$ cat src/rtl/spis_pkg.sv
package spis_pkg;

    localparam int SPIS_DW = 32;

    typedef enum logic [1:0] {
        S_OFF    = 2'd0,
        S_IDLE   = 2'd1,
        S_ACTIVE = 2'd2
    } spis_state_t;

    // Word length in bits for a size code.
    function automatic logic [5:0] spis_wbits(input logic [1:0] code);
        logic [5:0] n;
        case (code)
            2'b00:   n = 6'd8;
            2'b01:   n = 6'd16;
            default: n = 6'd32;
        endcase
        return n;
    endfunction

endpackage

$ cat src/rtl/spis_sync.sv
module spis_sync #(
    parameter int             W   = 3,
    parameter logic [W-1:0]   RST = '0
) (
    input  logic         clk,
    input  logic         rst_n,
    input  logic [W-1:0] d,
    output logic [W-1:0] q
);
    genvar g;
    generate
        for (g = 0; g < W; g++) begin : g_bit
            logic meta;
            logic stable;
            always_ff @(posedge clk or negedge rst_n) begin
                if (!rst_n) begin
                    meta   <= RST[g];
                    stable <= RST[g];
                end else begin
                    meta   <= d[g];
                    stable <= meta;
                end
            end
            assign q[g] = stable;
        end
    endgenerate
endmodule

$ cat src/rtl/spis_rxfifo.sv
module spis_rxfifo #(
    parameter int DW    = 32,
    parameter int DEPTH = 4
) (
    input  logic          clk,
    input  logic          rst_n,
    input  logic          push,
    input  logic [DW-1:0] push_data,
    input  logic          pop,
    output logic [DW-1:0] head,
    output logic          empty,
    output logic          ovf_evt
);
    localparam int AW = (DEPTH > 1) ? $clog2(DEPTH) : 1;
    localparam int CW = $clog2(DEPTH + 1);

    logic [DW-1:0] mem [DEPTH];
    logic [AW-1:0] wr_ptr, rd_ptr;
    logic [CW-1:0] count;
    logic          full, do_push, do_pop;

    assign full    = (count == CW'(DEPTH));
    assign empty   = (count == '0);
    assign do_pop  = pop && !empty;
    assign do_push = push && (!full || do_pop);
    assign ovf_evt = push && full && !do_pop;
    assign head    = mem[rd_ptr];

    function automatic logic [AW-1:0] bump(input logic [AW-1:0] p);
        return (p == AW'(DEPTH - 1)) ? '0 : p + 1'b1;
    endfunction

    always_ff @(posedge clk) begin
        if (do_push) mem[wr_ptr] <= push_data;
    end

    always_ff @(posedge clk or negedge rst_n) begin
        if (!rst_n) begin
            wr_ptr <= '0;
            rd_ptr <= '0;
            count  <= '0;
        end else begin
            if (do_push) wr_ptr <= bump(wr_ptr);
            if (do_pop)  rd_ptr <= bump(rd_ptr);
            case ({do_push, do_pop})
                2'b10:   count <= count + 1'b1;
                2'b01:   count <= count - 1'b1;
                default: count <= count;
            endcase
        end
    end

    // occupancy never exceeds the queue depth
    p_no_overflow_r3: assert property (@(posedge clk) disable iff (!rst_n)
        count <= CW'(DEPTH));

    // a rejected word leaves occupancy and the oldest entry unchanged
    p_keep_on_ovf_r4: assert property (@(posedge clk) disable iff (!rst_n)
        ovf_evt |=> (count == $past(count)) && (head == $past(head)));
endmodule

$ cat src/rtl/spis_engine.sv
module spis_engine
    import spis_pkg::*;
#(
    parameter int DW = SPIS_DW
) (
    input  logic          clk,
    input  logic          rst_n,
    input  logic          en,
    input  logic          cpol,
    input  logic          cpha,
    input  logic          ss_stall,
    input  logic [1:0]    wsize,
    input  logic          sclk_s,
    input  logic          ss_s,
    input  logic          mosi_s,
    output spis_state_t   state,
    output logic          push,
    output logic [DW-1:0] push_data,
    output logic          load_evt,
    output logic          shift_evt,
    output logic [5:0]    wbits
);
    spis_state_t   state_nx;
    logic          sclk_d;
    logic [DW-2:0] rxsh;
    logic [5:0]    bitcnt;
    logic          edge_any, lead, trail, samp, drv, act, word_end;
    logic          edge_load, frame_load;
    logic [DW-1:0] mask;

    assign wbits = spis_wbits(wsize);
    assign mask  = {DW{1'b1}} >> (6'(DW) - wbits);

    // State register
    always_ff @(posedge clk or negedge rst_n) begin
        if (!rst_n) state <= S_OFF;
        else        state <= state_nx;
    end

    // Transitions: T_ENABLE, T_SELECT, T_DESELECT, T_DISABLE
    always_comb begin
        state_nx = state;
        if (!en) begin
            state_nx = S_OFF;                        // T_DISABLE
        end else begin
            unique case (state)
                S_OFF:    state_nx = S_IDLE;         // T_ENABLE
                S_IDLE:   if (!ss_s) state_nx = S_ACTIVE;   // T_SELECT
                S_ACTIVE: if (ss_s)  state_nx = S_IDLE;     // T_DESELECT
                default:  state_nx = S_OFF;
            endcase
        end
    end

    // Edge classification in the system clock domain
    assign edge_any = sclk_s ^ sclk_d;
    assign lead     = edge_any && (sclk_s ^ cpol);
    assign trail    = edge_any && !(sclk_s ^ cpol);
    assign samp     = cpha ? trail : lead;
    assign drv      = cpha ? lead  : trail;
    assign act      = (state == S_ACTIVE) && en && !ss_s;
    assign word_end = samp && (bitcnt == wbits - 6'd1);

    // Output decode
    always_comb begin
        push       = act && word_end;
        push_data  = {rxsh, mosi_s} & mask;
        edge_load  = act && drv && (bitcnt == 6'd0) && (cpha || ss_stall);
        frame_load = !cpha && en &&
                     ((state == S_OFF) || ((state == S_ACTIVE) && ss_s));
        load_evt   = edge_load || frame_load;
        shift_evt  = act && drv && !edge_load;
    end

    // Receive shifter and bit counter
    always_ff @(posedge clk or negedge rst_n) begin
        if (!rst_n) begin
            sclk_d <= 1'b0;
            rxsh   <= '0;
            bitcnt <= '0;
        end else begin
            sclk_d <= sclk_s;
            if (act) begin
                if (samp) begin
                    rxsh   <= {rxsh[DW-3:0], mosi_s};
                    bitcnt <= word_end ? 6'd0 : bitcnt + 6'd1;
                end
            end else begin
                bitcnt <= '0;
            end
        end
    end

    // nothing is captured or shifted while disabled
    p_quiet_off_r8: assert property (@(posedge clk) disable iff (!rst_n)
        (state == S_OFF) |-> (!push && !shift_evt));

    // the bit counter stays inside the selected word length
    p_bitcnt_r1: assert property (@(posedge clk) disable iff (!rst_n)
        act |-> (bitcnt < wbits));
endmodule

$ cat src/rtl/spis_txpath.sv
module spis_txpath #(
    parameter int DW    = 32,
    parameter int GUARD = 4
) (
    input  logic          clk,
    input  logic          rst_n,
    input  logic          tx_wr,
    input  logic [DW-1:0] tx_wdata,
    input  logic          load_evt,
    input  logic          shift_evt,
    input  logic [5:0]    wbits,
    output logic          miso_bit,
    output logic          tx_full,
    output logic          collide
);
    localparam int GW = $clog2(GUARD + 1);

    logic [DW-1:0] hold, shreg;
    logic [GW-1:0] guard_cnt;

    assign collide  = tx_wr && (load_evt || (guard_cnt != '0));
    assign miso_bit = shreg[5'(wbits - 6'd1)];

    always_ff @(posedge clk or negedge rst_n) begin
        if (!rst_n) begin
            hold      <= '0;
            tx_full   <= 1'b0;
            shreg     <= '0;
            guard_cnt <= '0;
        end else begin
            if (load_evt) begin
                shreg     <= tx_full ? hold : '0;
                guard_cnt <= GW'(GUARD);
            end else begin
                if (shift_evt) shreg <= {shreg[DW-2:0], 1'b0};
                if (guard_cnt != '0) guard_cnt <= guard_cnt - 1'b1;
            end
            if (tx_wr) begin
                hold    <= tx_wdata;
                tx_full <= 1'b1;
            end else if (load_evt) begin
                tx_full <= 1'b0;
            end
        end
    end

    // late data is kept for the next word
    p_keep_late_r6: assert property (@(posedge clk) disable iff (!rst_n)
        collide |=> (tx_full && (hold == $past(tx_wdata))));

    // a load without a same-cycle write empties the holding register
    p_load_drains_r5: assert property (@(posedge clk) disable iff (!rst_n)
        (load_evt && !tx_wr) |=> !tx_full);
endmodule

$ cat src/rtl/spi_slave_err.sv
module spi_slave_err
    import spis_pkg::*;
#(
    parameter int RX_DEPTH = 4,
    parameter int GUARD    = 4
) (
    input  logic        clk,
    input  logic        rst_n,
    input  logic        cfg_en,
    input  logic        cfg_cpol,
    input  logic        cfg_cpha,
    input  logic        cfg_ss_stall,
    input  logic [1:0]  cfg_wsize,
    input  logic        sclk,
    input  logic        ss_n,
    input  logic        mosi,
    output logic        miso,
    input  logic        tx_wr,
    input  logic [31:0] tx_wdata,
    output logic        tx_full,
    input  logic        rx_rd,
    output logic [31:0] rx_rdata,
    output logic        rx_empty,
    input  logic [1:0]  err_clr,
    output logic        err_ovf,
    output logic        err_txc
);
    localparam int DW = SPIS_DW;

    logic [2:0]    pins_s;
    spis_state_t   state;
    logic          push, load_evt, shift_evt, ovf_evt, collide, miso_bit;
    logic [DW-1:0] push_data;
    logic [5:0]    wbits;

    spis_sync #(.W(3), .RST(3'b010)) u_sync (
        .clk(clk), .rst_n(rst_n),
        .d({mosi, ss_n, sclk}), .q(pins_s)
    );

    spis_engine #(.DW(DW)) u_engine (
        .clk(clk), .rst_n(rst_n), .en(cfg_en),
        .cpol(cfg_cpol), .cpha(cfg_cpha), .ss_stall(cfg_ss_stall),
        .wsize(cfg_wsize),
        .sclk_s(pins_s[0]), .ss_s(pins_s[1]), .mosi_s(pins_s[2]),
        .state(state), .push(push), .push_data(push_data),
        .load_evt(load_evt), .shift_evt(shift_evt), .wbits(wbits)
    );

    spis_rxfifo #(.DW(DW), .DEPTH(RX_DEPTH)) u_rxq (
        .clk(clk), .rst_n(rst_n),
        .push(push), .push_data(push_data), .pop(rx_rd),
        .head(rx_rdata), .empty(rx_empty), .ovf_evt(ovf_evt)
    );

    spis_txpath #(.DW(DW), .GUARD(GUARD)) u_tx (
        .clk(clk), .rst_n(rst_n),
        .tx_wr(tx_wr), .tx_wdata(tx_wdata),
        .load_evt(load_evt), .shift_evt(shift_evt), .wbits(wbits),
        .miso_bit(miso_bit), .tx_full(tx_full), .collide(collide)
    );

    assign miso = (state == S_ACTIVE) && !pins_s[1] && miso_bit;

    // Sticky flags: a new event outranks a clear in the same cycle
    always_ff @(posedge clk or negedge rst_n) begin
        if (!rst_n) begin
            err_ovf <= 1'b0;
            err_txc <= 1'b0;
        end else begin
            if (ovf_evt)         err_ovf <= 1'b1;
            else if (err_clr[0]) err_ovf <= 1'b0;
            if (collide)         err_txc <= 1'b1;
            else if (err_clr[1]) err_txc <= 1'b0;
        end
    end

    // flags hold until cleared
    p_sticky_ovf_r7: assert property (@(posedge clk) disable iff (!rst_n)
        (err_ovf && !err_clr[0]) |=> err_ovf);
    p_sticky_txc_r7: assert property (@(posedge clk) disable iff (!rst_n)
        (err_txc && !err_clr[1]) |=> err_txc);

    // output line is quiet one cycle after disable
    p_miso_quiet_r9: assert property (@(posedge clk) disable iff (!rst_n)
        !cfg_en |=> !miso);
endmodule

$ cat config.mk
export PLATFORM = sky130hd
export DESIGN_NAME = spi_slave_err
export DESIGN_NICKNAME = d
export VERILOG_FILES = /design/src/rtl/spis_pkg.sv /design/src/rtl/spis_sync.sv /design/src/rtl/spis_rxfifo.sv /design/src/rtl/spis_engine.sv /design/src/rtl/spis_txpath.sv /design/src/rtl/spi_slave_err.sv
export SDC_FILE = /design/constraint.sdc
export NUM_CORES = 1
export LEC_CHECK = 0
export ABC_CLOCK_PERIOD_IN_PS = 3900
export CORE_MARGIN = 10
export CORE_UTILIZATION = 58
export DETAILED_ROUTE_END_ITERATION = 10
export PLACE_DENSITY = 0.79
export RECOVER_POWER = 50
export SYNTH_ARGS = -nofsm -noshare
export SYNTH_HDL_FRONTEND = slang
export SYNTH_HIERARCHICAL = 1
export SYNTH_SLANG_ARGS = --single-unit
$ cat constraint.sdc
create_clock -name clk -period 3.9 [get_ports clk]
set_clock_uncertainty 0.15 [all_clocks]
set_input_delay 0.78 -clock clk [delete_from_list [all_inputs] [get_ports clk]]
set_output_delay 0.78 -clock clk [all_outputs]
set_load 0.02 [all_outputs]
==> impl_results.md <==
* Clock sink count at 251
* Via/cell ratio at 5.761
* Max Slew Vio Count at 80
* Worst setup SP type: input port
* Sequence of cells on the critical path: clkdlybuf4s50_1 > nor2_1 > nor3b_1 > xnor2_1 > and3_4 > o31ai_2 > and4bb_2 > dlygate4sd2_1
* Violated checks: capacitance limit, slew limit
* Slew at the pin closest to its max-slew limit at 2360 ps
* Die Ht at 155.0 um
* First-pass GRT wire length at 32320 um
* Grt total ovfl at 0
* Max Fclk at 270.1 MHz
* TritonCTS clock tree: done
* Slew headroom at -57.30%
* Final TNS setup at 0 ps
* Kind of critical path: input port to primary output
* Starting density of the core at 58.84%
* H-tree Lvls at 1
* Largest net degree at the start of global routing at 60
* WL final at 19740 um
* Final Hold Vio Count at 0
* Die area at 24020 um^2
* CTS root buffer: clkbuf_16
* Residual DRC at 0
* Cell family with most CP delay: buffers and inverters
* Nets at 802
* CP max stage cell: clkdlybuf4s50_1
* WL per Instance at 19.96 um
* Die span in x at 155.0 um
* Boundary Pins at 84
* GP Congestion at 0.8752
* Core ar. at 17960 um^2
* Worst-path clk slew at 60 ps
* Global routing usage on met3 at 3.750%
* Peak VDD IR at 0.0004525 V
* Port-buffer cells at 83
* Maximum clock path buffer count at 3
* Final Cycle Share at 94.94%
* Post-route design area at 12430 um^2
* Rows at 49
* Core Util, Final at 69.20%
* Hold_buf cts at 0
* Filler instances at 1134
* Area delta synth->final at 17.62%
* Maximum capacitance violations at 2
* Critical path capture point type: primary output
* Clk Latency, worst-skew pair at 520 ps
* Mapped cell area at 10570 um^2
* TritonCTS Buffers at 25
* Outcome: finished, violations left
* Initial antenna violation count at 0
* Synthesized area per cell at 16.06 um^2
* Vias in the first global route at 6273
* Final ANT Viol Nets at 0
* PD cells at 507.8 nW/um^2
* Mapped Cells at 658
* Max stage delay on crit path at 510 ps
* Detailed router's first-iteration violation count at 277
* RSZ-0062 raised after global routing: no
* HP Class: flop to flop
* Synth Warn # at 6
* Buf+Inv Stages, Crit Path at 2
* Met2 GRT Util at 29.90%
* Min cycle time layout at 3703 ps
* Total design power at 6313 uW
* Met1 Use GR at 18.85%
* N_diodes at 0
* HPWL Detailed at 12820 um
* CP arrival at 2770 ps
* Leakage at 0.004515 uW
* Worst hold slack at 210.1 ps
* Vias at 5698
* Crit path max fanout at 4
* Setup-failing EPs final at 0
* Most Used Layer, Global Route: met2
* Post-DP Area at 11670 um^2
* CP required at 2970 ps
* Layout cells sized above 1 at 22.76%
* First-pass iteration count of the detailed router at 4
* Total track usage at 16.45%
-- area by class of cell --
| cell class | instances | area (um^2) | share of cell area (%) |
|---|---|---|---|
| inverters | 19 | 76.32 | 0.6140 |
| multi-input cells | 342 | 3308 | 26.61 |
| clock inverters | 10 | 98.84 | 0.7952 |
| repair buffers | 104 | 1046 | 8.415 |
| clock buffers | 34 | 689.4 | 5.546 |
| flip-flops and latches | 251 | 6925 | 55.71 |
| well taps | 229 | 286.5 | 2.305 |
-- what timing repair did --
action | in CTS | in global routing
resized for setup | 1 | 0
setup buffers | 0 | 0
endpoints found under the setup margin | 1 | 0
-- path summary, 6_finish.rpt --
path                                       from                endpoint  slack, ps  depth (start not counted)
max in group asynchronous                 rst_n       u_engine/rxsh[13]        800                          2
min                        u_sync/g_bit[1].meta  u_sync/g_bit[1].stable        210                          0
min reg2reg                u_sync/g_bit[1].meta  u_sync/g_bit[1].stable        210                          0
max                                cfg_wsize[0]                    miso        200                          8
max reg2reg                  u_engine/bitcnt[3]          u_tx/shreg[26]        990                          7
min in group asynchronous                 rst_n           u_tx/hold[11]        830                          1
-- power breakdown --
part / internal [uW] / leakage (uW) / switching, uW
clock network: 1360 / 0.000388 / 939
logic: 482 / 0.00158 / 384
registers: 2930 / 0.00255 / 213
-- metal layers --
layer / share of wire, % / up-vias
li1: - / 2592
met1: 39 / 2934
met2: 54 / 135
met3: 4.8 / 37
met4: 2.5 / 0
met5: 0 / -
-- flip-flops by register name, indices dropped and copies added (netlist names), 3 cells and up --
register / cells
u_rxq/count: 3
u_tx/hold: 32
u_engine/rxsh: 31
u_rxq/mem: 128
u_sync/g_bit.stable: 3
u_engine/bitcnt: 6
u_tx/guard_cnt: 3
u_tx/shreg: 32
u_sync/g_bit.meta: 3
-- metrics by stage --
step | instances | setup WS [ps]
3_5_place_dp | 945 | -106.6
5_1_grt | 989 | 52.47
6_report | 989 | 197.2
2_1_floorplan | 660 | 551.6
4_1_cts | 989 | 157.5
3_3_place_gp | 945 | -46.33
-- cell usage in the layout, fill, tap and decap left out, drive strengths merged, types with 4 or more instances in the layout --
cell type        n
dfrtp          121
buf             16
xnor2            4
clkdlybuf4s50   76
inv             20
dlygate4sd3      5
o21ai           34
mux4            37
ha              11
mux2            69
nand2           36
clkinv           7
edfxtp         128
and2            23
nor3b            4
nand2b           4
nor2            10
nand3            7
xor2             6
nor2b           14
mux2i           42
clkbuf          40
-- worst register-to-register path, cell delays in order (launching register included) --
cell	delay, ps
dfrtp_1	460
or4_1	570
nor2_1	190
a31oi_1	130
nor3b_2	210
and2_1	830
nand2_1	180
o21ai_0	130
Note: power is estimated with default switching activity, not from simulation.
